`src/rtl/sq_pkg.sv`:
```
`timescale 1ns/1ps
package sq_pkg;

  typedef enum logic [1:0] {OP_ZERO, OP_X, OP_NEGN, OP_N} op_sel_e;

  typedef enum logic [2:0] {
    S_IDLE, S_SHIFT, S_ADDX, S_SUB, S_CHECK, S_RESTORE, S_ALIGN, S_FIN
  } seq_e;

  typedef enum logic [1:0] {M_IDLE, M_BUSY, M_DONE} main_e;

  // smallest register width whose LFSR period exceeds the limit
  function automatic int lfsr_width(input int limit);
    for (int w = 3; w <= 16; w++) begin
      if (((1 << w) - 1) > limit) return w;
    end
    return 16;
  endfunction

  // primitive feedback masks, bit t-1 set for tap t
  function automatic logic [15:0] lfsr_taps(input int w);
    case (w)
      3:       return 16'h0006;
      4:       return 16'h000C;
      5:       return 16'h0014;
      6:       return 16'h0030;
      7:       return 16'h0060;
      8:       return 16'h00B8;
      9:       return 16'h0110;
      10:      return 16'h0240;
      11:      return 16'h0500;
      12:      return 16'h0829;
      13:      return 16'h100D;
      14:      return 16'h2015;
      15:      return 16'h6000;
      default: return 16'hD008;
    endcase
  endfunction

endpackage

```
`src/rtl/sq_lfsr_cnt.sv`:
```
`timescale 1ns/1ps
module sq_lfsr_cnt #(
  parameter int LIMIT = 64
) (
  input  logic clk_i,
  input  logic rst_ni,
  input  logic clr_i,
  input  logic inc_i,
  output logic done_o
);
  localparam int LW = sq_pkg::lfsr_width(LIMIT);
  localparam logic [15:0] TAPS = sq_pkg::lfsr_taps(LW);

  function automatic logic [LW-1:0] lfsr_next(input logic [LW-1:0] v);
    return {v[LW-2:0], ^(v & TAPS[LW-1:0])};
  endfunction

  function automatic logic [LW-1:0] term_state();
    logic [LW-1:0] v;
    v = '1;
    for (int i = 0; i < LIMIT; i++) v = lfsr_next(v);
    return v;
  endfunction

  localparam logic [LW-1:0] SEED = '1;
  localparam logic [LW-1:0] TERM = term_state();

  logic [LW-1:0] q;

  always_ff @(posedge clk_i or negedge rst_ni) begin
    if (!rst_ni)     q <= SEED;
    else if (clr_i)  q <= SEED;
    else if (inc_i)  q <= lfsr_next(q);
  end

  assign done_o = (q == TERM);

  a_r11_lfsr_alive: assert property (@(posedge clk_i) disable iff (!rst_ni)
    q != '0);

endmodule

```
`src/rtl/sq_seg_adder.sv`:
```
`timescale 1ns/1ps
module sq_seg_adder #(
  parameter int SEG  = 8,
  parameter int NSEG = 9
) (
  input  logic [SEG*NSEG-1:0] a_i,
  input  logic [SEG*NSEG-1:0] b_i,
  input  logic [NSEG-1:0]     cin_i,
  output logic [SEG*NSEG-1:0] sum_o,
  output logic [NSEG-1:0]     cout_o
);
  for (genvar g = 0; g < NSEG; g++) begin : g_seg
    logic [SEG:0] seg_sum;
    assign seg_sum = {1'b0, a_i[g*SEG +: SEG]} + {1'b0, b_i[g*SEG +: SEG]}
                   + {{SEG{1'b0}}, cin_i[g]};
    assign sum_o[g*SEG +: SEG] = seg_sum[SEG-1:0];
    assign cout_o[g]           = seg_sum[SEG];
  end
endmodule

```
`src/rtl/sq_ctrl.sv`:
```
`timescale 1ns/1ps
module sq_ctrl
  import sq_pkg::*;
#(
  parameter int W    = 64,
  parameter int NSEG = 9
) (
  input  logic      clk_i,
  input  logic      rst_ni,
  input  logic      start_i,
  input  logic      mul_bit_i,
  input  logic      carry_zero_i,
  input  logic      top_flag_i,
  output logic      busy_o,
  output logic      done_o,
  output logic      load_o,
  output logic      shift_o,
  output logic      pass_o,
  output logic      sub_o,
  output op_sel_e   op_o
);
  main_e main_q, main_d;
  seq_e  seq_q, seq_d, ret_q, ret_d;
  logic  step_inc, step_done, align_clr, align_inc, align_done, finish;

  sq_lfsr_cnt #(.LIMIT(W)) u_step (
    .clk_i(clk_i), .rst_ni(rst_ni), .clr_i(load_o), .inc_i(step_inc), .done_o(step_done)
  );

  sq_lfsr_cnt #(.LIMIT(NSEG-1)) u_align (
    .clk_i(clk_i), .rst_ni(rst_ni), .clr_i(align_clr), .inc_i(align_inc), .done_o(align_done)
  );

  assign load_o = (main_q == M_IDLE) && start_i;
  assign busy_o = (main_q == M_BUSY);
  assign done_o = (main_q == M_DONE);

  always_comb begin
    main_d = main_q;
    unique case (main_q)
      M_IDLE:  if (start_i) main_d = M_BUSY;
      M_BUSY:  if (finish)  main_d = M_DONE;
      M_DONE:  main_d = M_IDLE;
      default: main_d = M_IDLE;
    endcase
  end

  always_comb begin
    seq_d     = seq_q;
    ret_d     = ret_q;
    shift_o   = 1'b0;
    pass_o    = 1'b0;
    sub_o     = 1'b0;
    op_o      = OP_ZERO;
    step_inc  = 1'b0;
    align_clr = 1'b0;
    align_inc = 1'b0;
    finish    = 1'b0;
    unique case (seq_q)
      S_IDLE: if (load_o) seq_d = S_SHIFT;
      S_SHIFT: begin
        if (step_done) seq_d = S_FIN;
        else begin
          shift_o  = 1'b1;
          step_inc = 1'b1;
          seq_d    = mul_bit_i ? S_ADDX : S_SUB;
        end
      end
      S_ADDX: begin
        pass_o = 1'b1; op_o = OP_X;
        seq_d = S_ALIGN; ret_d = S_SUB; align_clr = 1'b1;
      end
      S_SUB: begin
        pass_o = 1'b1; op_o = OP_NEGN; sub_o = 1'b1;
        seq_d = S_ALIGN; ret_d = S_CHECK; align_clr = 1'b1;
      end
      // top carry set means no borrow: keep result and try again
      S_CHECK: seq_d = top_flag_i ? S_SUB : S_RESTORE;
      S_RESTORE: begin
        pass_o = 1'b1; op_o = OP_N;
        seq_d = S_ALIGN; ret_d = S_SHIFT; align_clr = 1'b1;
      end
      S_ALIGN: begin
        if (carry_zero_i) seq_d = ret_q;
        else begin
          pass_o    = 1'b1;
          align_inc = 1'b1;
        end
      end
      S_FIN: begin
        finish = 1'b1;
        seq_d  = S_IDLE;
      end
      default: seq_d = S_IDLE;
    endcase
  end

  always_ff @(posedge clk_i or negedge rst_ni) begin
    if (!rst_ni) begin
      main_q <= M_IDLE;
      seq_q  <= S_IDLE;
      ret_q  <= S_IDLE;
    end else begin
      main_q <= main_d;
      seq_q  <= seq_d;
      ret_q  <= ret_d;
    end
  end

  a_r2_busy_after_start: assert property (@(posedge clk_i) disable iff (!rst_ni)
    load_o |=> busy_o);
  a_r2_done_one_cycle: assert property (@(posedge clk_i) disable iff (!rst_ni)
    done_o |=> !done_o);
  a_r3_no_restart_busy: assert property (@(posedge clk_i) disable iff (!rst_ni)
    busy_o |=> (busy_o || done_o));
  a_r6_align_bound: assert property (@(posedge clk_i) disable iff (!rst_ni)
    (seq_q == S_ALIGN && align_done) |-> carry_zero_i);
  a_r11_step_limit: assert property (@(posedge clk_i) disable iff (!rst_ni)
    step_inc |-> !step_done);

endmodule

```
`src/rtl/sq_modsq.sv`:
```
`timescale 1ns/1ps
module sq_modsq
  import sq_pkg::*;
#(
  parameter int           W     = 64,
  parameter int           SEG   = 8,
  parameter logic [W-1:0] N_MOD = 64'hF1E2_D3C4_B5A6_9787
) (
  input  logic         clk_i,
  input  logic         rst_ni,
  input  logic         start_i,
  input  logic [W-1:0] x_i,
  output logic         busy_o,
  output logic         done_o,
  output logic [W-1:0] result_o
);
  // sum must hold 2n + x < 3n, hence two spare bits
  localparam int NSEG_RAW = (W + 2 + SEG - 1) / SEG;
  localparam int NSEG     = (NSEG_RAW < 2) ? 2 : NSEG_RAW;
  localparam int SW       = NSEG * SEG;
  localparam int CW       = NSEG - 1;
  localparam logic [SW-1:0] N_EXT = {{(SW-W){1'b0}}, N_MOD};
  localparam logic [SW-1:0] NEG_N = ~N_EXT + {{(SW-1){1'b0}}, 1'b1};

  logic [W-1:0]  x_q, mul_q;
  logic [SW-1:0] s_q, operand, sum;
  logic [CW-1:0] c_q;
  logic [NSEG-1:0] cout;
  logic          top_q;
  logic          load, shift, pass, sub;
  op_sel_e       op_sel;

  sq_ctrl #(.W(W), .NSEG(NSEG)) u_ctrl (
    .clk_i(clk_i), .rst_ni(rst_ni), .start_i(start_i),
    .mul_bit_i(mul_q[W-1]), .carry_zero_i(c_q == '0), .top_flag_i(top_q),
    .busy_o(busy_o), .done_o(done_o), .load_o(load), .shift_o(shift),
    .pass_o(pass), .sub_o(sub), .op_o(op_sel)
  );

  always_comb begin
    unique case (op_sel)
      OP_X:    operand = {{(SW-W){1'b0}}, x_q};
      OP_NEGN: operand = NEG_N;
      OP_N:    operand = N_EXT;
      default: operand = '0;
    endcase
  end

  sq_seg_adder #(.SEG(SEG), .NSEG(NSEG)) u_add (
    .a_i(s_q), .b_i(operand), .cin_i({c_q, 1'b0}), .sum_o(sum), .cout_o(cout)
  );

  always_ff @(posedge clk_i or negedge rst_ni) begin
    if (!rst_ni) begin
      x_q <= '0; mul_q <= '0; s_q <= '0; c_q <= '0; top_q <= 1'b0;
    end else if (load) begin
      x_q <= x_i; mul_q <= x_i; s_q <= '0; c_q <= '0; top_q <= 1'b0;
    end else if (shift) begin
      s_q   <= {s_q[SW-2:0], 1'b0};
      mul_q <= {mul_q[W-2:0], 1'b0};
    end else if (pass) begin
      s_q   <= sum;
      c_q   <= cout[CW-1:0];
      top_q <= sub ? cout[NSEG-1] : (top_q | cout[NSEG-1]);
    end
  end

  assign result_o = s_q[W-1:0];

  a_r7_shift_realigned: assert property (@(posedge clk_i) disable iff (!rst_ni)
    shift |-> (c_q == '0 && s_q < N_EXT));
  a_r7_done_reduced: assert property (@(posedge clk_i) disable iff (!rst_ni)
    done_o |-> (c_q == '0 && s_q < N_EXT));
  a_r4_operand_held: assert property (@(posedge clk_i) disable iff (!rst_ni)
    busy_o |=> $stable(x_q));
  a_r5_result_held: assert property (@(posedge clk_i) disable iff (!rst_ni)
    (!busy_o && !load) |=> $stable(result_o));

endmodule

```
`config.mk`:
```
export PLATFORM = sky130hd
export DESIGN_NAME = sq_modsq
export DESIGN_NICKNAME = d
export VERILOG_FILES = /design/src/rtl/sq_pkg.sv /design/src/rtl/sq_lfsr_cnt.sv /design/src/rtl/sq_seg_adder.sv /design/src/rtl/sq_ctrl.sv /design/src/rtl/sq_modsq.sv
export SDC_FILE = /design/constraint.sdc
export NUM_CORES = 1
export LEC_CHECK = 0
export ABC_AREA = 1
export BUFFER_PORTS_ARGS = -buffer_cell sky130_fd_sc_hd__buf_2
export CAP_MARGIN = 20
export CORE_UTILIZATION = 35
export DETAILED_ROUTE_END_ITERATION = 10
export PLACE_DENSITY = 0.58
export SLEW_MARGIN = 5
export SYNTH_ARGS = -nofsm -noshare
export SYNTH_HDL_FRONTEND = slang
export SYNTH_SLANG_ARGS = --single-unit
export TNS_END_PERCENT = 30
```
`constraint.sdc`:
```
create_clock -name clk_i -period 3.1 [get_ports clk_i]
set_clock_uncertainty 0.1 [all_clocks]
set_input_delay 0 -clock clk_i [delete_from_list [all_inputs] [get_ports clk_i]]
set_output_delay 0 -clock clk_i [all_outputs]
set_load 0.05 [all_outputs]
```
* Word level (Yosys, flattened, before mapping)
Index checks and enable logic that the tools add are counted.
** Storage, ports and cells
- Register bits :: 224
- Input bits :: 67
- Logic and storage cells :: 90
** Cells by class
- $add $sub $neg :: 17
- Equal/unequal tests :: 18
- Mux-type cells :: 32
- Bitwise gates (word level) :: 1
- Reduce and logical (&&, ||, !) cells :: 13
** Operator list (count)
- 72-bit two-way mux :: 3
- 72-bit one-hot mux with 3 select lines :: 1
- 64-bit two-way mux :: 2
- 8-bit by 8-bit adder with 9-bit output :: 9
- 9-bit by 1-bit adder with 9-bit output :: 8
- 8-bit two-way mux :: 3
- 3-bit one-hot mux with 6 select lines :: 1
- 7-bit two-way mux :: 2
- 3-bit equality test, second input constant :: 4
- 3-bit two-way mux :: 4
- 1-bit two-way mux :: 10
- 3-bit one-hot mux with 3 select lines :: 1
- 8-bit logical NOT :: 1
- 7-bit by 4-bit equality test with 1-bit output, second input constant :: 1
- 7-bit parity :: 1
- 2-bit equality test, second input constant :: 3
- 3-bit by 2-bit equality test with 1-bit output, second input constant :: 2
- 2-bit != test, second input constant :: 3
- 2-bit one-hot mux with 3 select lines :: 1
- 2-bit AND reduction :: 3
- 3-bit nonzero test :: 2
- 2-bit by 1-bit equality test with 1-bit output, second input constant :: 2
- 2-bit two-way mux :: 2
- 2-bit by 1-bit != test with 1-bit output, second input constant :: 2
- other kinds (9) :: 10

* Logic depth before layout (Yosys ltp)
- Depth in word-level cells :: 11
- Mapped depth :: 17
- Depth with buffers taken out :: 16

* Hierarchy
Synthesis repeated with hierarchy kept, for this count alone.
** Unflattened totals
- Cell total of the unflattened synthesis :: 1925
- Area, all modules :: 13973.4 um2
** Modules (own cells, without submodules)
- sq_modsq :: instances 1, cells each 1275, area an instance 9929.5 um2
- sq_seg_adder :: instances 1, cells each 540, area an instance 3235.6 um2
- sq_ctrl :: instances 1, cells each 70, area an instance 479.2 um2
- sq_lfsr_cnt :: instances 1, cells each 40, area an instance 329.1 um2

* Worst setup path before layout
No wires, ideal clock.
- Kind :: reg2reg
- Start point :: register u_ctrl.seq_q[0]
- End point :: register s_q[60]
- Data arrival time :: 2536 ps
- Data required time :: 2884 ps
- Setup slack :: 347 ps
- Cell stages (with the launch flop) :: 18
- Path buffers :: 2
- Period minus slack after synthesis :: 2753 ps
- Path through :: dfrtp_1 -> buf_2 -> nand2_1 -> nand2_1 -> nand2_1 -> clkbuf_1 -> a21oi_1 -> fa_1 -> inv_1 -> fa_1 -> inv_1 -> nand3_1 -> nand3_1 -> or2_2 -> nand3_1 -> nand2_1 -> nand2_1 -> nand2_1
** On the way
- Longest elaborated chain between the ends :: 9
- Elaborated cells between the ends (all ways) :: 19
** Ends and longest elaborated chain
- start, declared :: line sq_ctrl.sv:23 : seq_e seq_q, seq_d, ret_q, ret_d;
- start signal, assigned :: line sq_ctrl.sv:105 : seq_q <= seq_d;
- 3-bit equality test or 3-bit by 2-bit equality test with 1-bit output (tied branches) :: line sq_ctrl.sv:59 : unique case (seq_q)
- 2-bit one-hot mux with 3 select lines :: line sq_ctrl.sv:59
- 2-bit equality test or 2-bit by 1-bit equality test with 1-bit output (tied branches) :: line sq_modsq.sv:41 : unique case (op_sel)
- 72-bit one-hot mux with 3 select lines :: line sq_modsq.sv:41
- 8-bit by 8-bit adder with 9-bit output :: line sq_seg_adder.sv:14 : assign seg_sum = {1'b0, a_i[g*SEG +: SEG]} + {1'b0, b_i[g*SEG +: SEG]}
- 9-bit by 1-bit adder with 9-bit output :: line sq_seg_adder.sv:15 : + {{SEG{1'b0}}, cin_i[g]};
- 72-bit two-way mux :: line sq_modsq.sv:61 : end else if (pass) begin
- 72-bit two-way mux :: line sq_modsq.sv:58 : end else if (shift) begin
- 72-bit two-way mux :: line sq_modsq.sv:56 : end else if (load) begin
- end signal, assigned :: line sq_modsq.sv:59 : s_q <= {s_q[SW-2:0], 1'b0};
- end signal, assigned :: line sq_modsq.sv:62 : s_q <= sum;
- end, declared :: line sq_modsq.sv:26 : logic [SW-1:0] s_q, operand, sum;
Several ways; a longest one is shown, not always the timed one. The select of a mux whose other input is x is not followed.
A chain may end at the register's enable or synchronous reset.

* Worst setup path in the final report
- Start point :: register u_ctrl.seq_q[1]
- End point :: register s_q[12]
Same word-level chain as after synthesis.

==> impl_metrics.env <==
export IMPL_p_int_mw=4.751
export IMPL_dpl_worst_slack_ns=0.2118
export IMPL_synth_xor_area_share_pct=0.6645
export IMPL_synthAdderAreaFrac_pct=7.870
export IMPL_synth_nets=2188
export IMPL_wl_per_cell_um=14.92
export IMPL_yosysTopAreaCell="dfrtp_1"
export IMPL_die_height_um=205.5
export IMPL_ys_warn_count=0
export IMPL_critPathLaunchType="flop"
export IMPL_reg2reg_from="u_ctrl.seq_q[1]$_DFFE_PN0P_"
export IMPL_syn_inst=2040
export IMPL_peakVddDrop_v=0.0003441
export IMPL_ys_seq_area_share_pct=38.72
export IMPL_outcome="complete, but fails checks"
export IMPL_synth_top_area_share_pct=37.45
export IMPL_cp_end_kind="flop"
export IMPL_clk_pin_slew_ns=0.06
export IMPL_power_leakage_nw=9.187
export IMPL_swShare_pct=21.61
export IMPL_fin_ws_ns=0.2411
export IMPL_whs_ns=-0.007361
export IMPL_place_congestion=0.9099
export IMPL_die_area_um2=42240
export IMPL_clkPwrFrac_pct=48.9
export IMPL_synth_edf_count=0
export IMPL_grt_max_degree=96
export IMPL_synth_compound_area_share_pct=13.11
export IMPL_grt_usage_pct=19.62
export IMPL_synth_top_family_by_area="simple AND/OR/NAND/NOR gates"
export IMPL_cts_setup_buffers=0
export IMPL_areaGrowthSynthToFinish_pct=16.43
export IMPL_drv_cap=0
export IMPL_clockBufferDepth=3
export IMPL_antenna_found_initial=0
export IMPL_io_pins=133
export IMPL_nNetsFinal=2308
export IMPL_avgViaCountPerCell=4.790
export IMPL_arrival_ns=3.24
export IMPL_power_density_nw_per_um2=359.0
export IMPL_antennaDiodeCount=0
export IMPL_hp_class="in2async"
export IMPL_syn_area_um2=14500
export IMPL_timing_fmax_mhz=349.8
export IMPL_reg2regPathDepth=15
export IMPL_tns_ns=0
export IMPL_critPathKind="reg2reg"
export IMPL_worst_slew_pin_slew_ns=0.7598
export IMPL_dieWidth_um=205.5
export IMPL_violations="hold timing"
export IMPL_crit_fanout=5
export IMPL_report_final_slew_viol_count=0
export IMPL_p_sw_mw=1.310
export IMPL_hold_viol=10
export IMPL_finalCritPeriodShare_pct=92.22
export IMPL_p_comb_share_pct=2.8
export IMPL_drt_iter0_drc=708
export IMPL_core_area_um2=40830
export IMPL_drc_errors=0
export IMPL_drt_wl_total_mm=40.46
export IMPL_rsz0062_at_grt="false"
export IMPL_dp_final_hpwl_mm=28.33
export IMPL_worstSkewPairLatency_ns=0.55
export IMPL_cts_tree="done"
export IMPL_drive_gt1_share_pct=10.92
export IMPL_cts_sinks=224
export IMPL_synthMuxAreaShare_pct=0
export IMPL_synth_commonest_cells="nand2_1, inv_1, o21ai_0"
export IMPL_ys_dominant_reg_cell="dfrtp_1"
export IMPL_pwr_share_seq_pct=48.3
export IMPL_root_buffer="clkbuf_16"
export IMPL_synth_seq_cells=224
export IMPL_final_core_util_pct=41.34
export IMPL_numCtsBuffers=26
export IMPL_syn_mean_instance_area_um2=7.107
export IMPL_setup_viol=0
export IMPL_grt_pass1_vias=12490
export IMPL_num_rows=74
export IMPL_h_tree_depth=1
export IMPL_synth_most_common_cell="nand2_1"
export IMPL_min_period_ns=2.859
export IMPL_slew_headroom_pct=49.34
export IMPL_reg2reg_to="s_q[12]$_DFFE_PN0P_"
export IMPL_synthArstFlopShare_pct=100.0
export IMPL_vias=12985
export IMPL_grt_pass1_wl_mm=65.78
export IMPL_synth_simple_area_share_pct=25.22
export IMPL_ant_nets=0
export IMPL_required_ns=3.48
export IMPL_io_buffers=132
export IMPL_synth_area_leaders="dfrtp_1, nand2_1, inv_1, o21ai_0, ha_1"
export IMPL_start_util_pct=35.51
export IMPL_grt_overflow=0
export IMPL_r2r_slack_ns=0.24
export IMPL_firstDrtPassIters=5
export IMPL_netlist_cell_type_count=37
[cells in the final DEF (no fill, tap or decap), types with 26 or more instances in the layout]
master,count
dlygate4sd3_1,72
nor2_1,70
dfrtp_1,216
o21ai_0,233
a21oi_1,112
clkbuf_16,27
nand2_1,640
buf_4,26
inv_1,318
nand4_1,43
buf_2,131
nand3_1,94
ha_1,64
[worst max-delay path by stage]
stage          depth (start not counted)                   to  slack (ns)                         from
2_1_floorplan                         17  s_q[60]$_DFFE_PN0P_        0.35  u_ctrl.seq_q[0]$_DFFE_PN0P_
3_3_place_gp                          14  s_q[12]$_DFFE_PN0P_        0.30  u_ctrl.seq_q[0]$_DFFE_PN0P_
3_5_place_dp                          14  s_q[12]$_DFFE_PN0P_        0.21  u_ctrl.seq_q[0]$_DFFE_PN0P_
4_1_cts                               14  s_q[12]$_DFFE_PN0P_        0.19  u_ctrl.seq_q[0]$_DFFE_PN0P_
5_1_grt                               13   c_q[1]$_DFFE_PN0P_        0.01  u_ctrl.seq_q[1]$_DFFE_PN0P_
6_report                              15  s_q[12]$_DFFE_PN0P_        0.24  u_ctrl.seq_q[1]$_DFFE_PN0P_
[power by group through the flow]
| stage | combinational, mW | sequential [mW] | clock, mW |
|---|---|---|---|
| 3_5_place_dp | 0.116 | 2.98 | 0 |
| 2_1_floorplan | 0.000427 | 2.98 | 0 |
| 3_3_place_gp | 0.114 | 2.98 | 0 |
| 5_1_grt | 0.197 | 2.92 | 3.15 |
| 4_1_cts | 0.178 | 2.92 | 3.06 |
| 6_report | 0.172 | 2.93 | 2.96 |
[cell families after synthesis]
kind of cell	Yosys count
AOI/OAI and AO/OA	371
xor gates and xnor gates	11
adders and majority gates	81
buffers and inverters	471
DFF	224
and+or+nand+nor	882
[per-layer routing]
layer / global-route usage, % / routed length, um
met3: 3.168 / 1976
met4: 6.614 / 1224
met1: 25.90 / 18420
met2: 32.50 / 18840
met5: 0 / 0
[through the flow]
step           std cells  cell area [um2]  power [mW]
2_1_floorplan       2040            14500       2.979
3_3_place_gp        2592            15330       3.091
3_5_place_dp        2592            15330       3.093
4_1_cts             2711            16870       6.168
5_1_grt             2711            16880       6.270
6_report            2711            16880       6.060
[sequential cells by signal (all words and copies together), names as in the netlist]
signal and flops:
c_q 8, s_q 72, top_q 1, mul_q 64, x_q 64, u_ctrl.ret_q 3, u_ctrl.u_step.q 7, u_ctrl.main_q 2
u_ctrl.seq_q 3
[area by class of cell]
cell class                      count  area (um2)
Sequential cell                   224        5615
Clock buffer                       42       792.0
Tap cell                          532       665.6
Clock inverter                      5       30.03
Timing Repair Buffer              237        1727
Inverter                          326        1226
Multi-Input combinational cell   1345        6825
Fill cell                        4222       23950
[critical path, stage by stage (launching register included)]
cell and delay [ns]:
dfrtp_1 0.44, inv_2 0.10, o21ai_0 0.16, nand2_1 0.15, inv_1 0.12, o21ai_0 0.19
fa_1 0.46, fa_1 0.42, inv_1 0.09, nand3_1 0.07, nand3_1 0.11, or2_2 0.13
nand3_1 0.07, nand2_1 0.08, nand2_1 0.04, nand2_1 0.06
[repair_timing]
item,4_1_cts,5_1_grt
hold endpoints to repair,272,0
resized for setup,0,3
endpoints found under the setup margin,0,2
hold buffers,72,0
(Power assumes the default switching activity.)
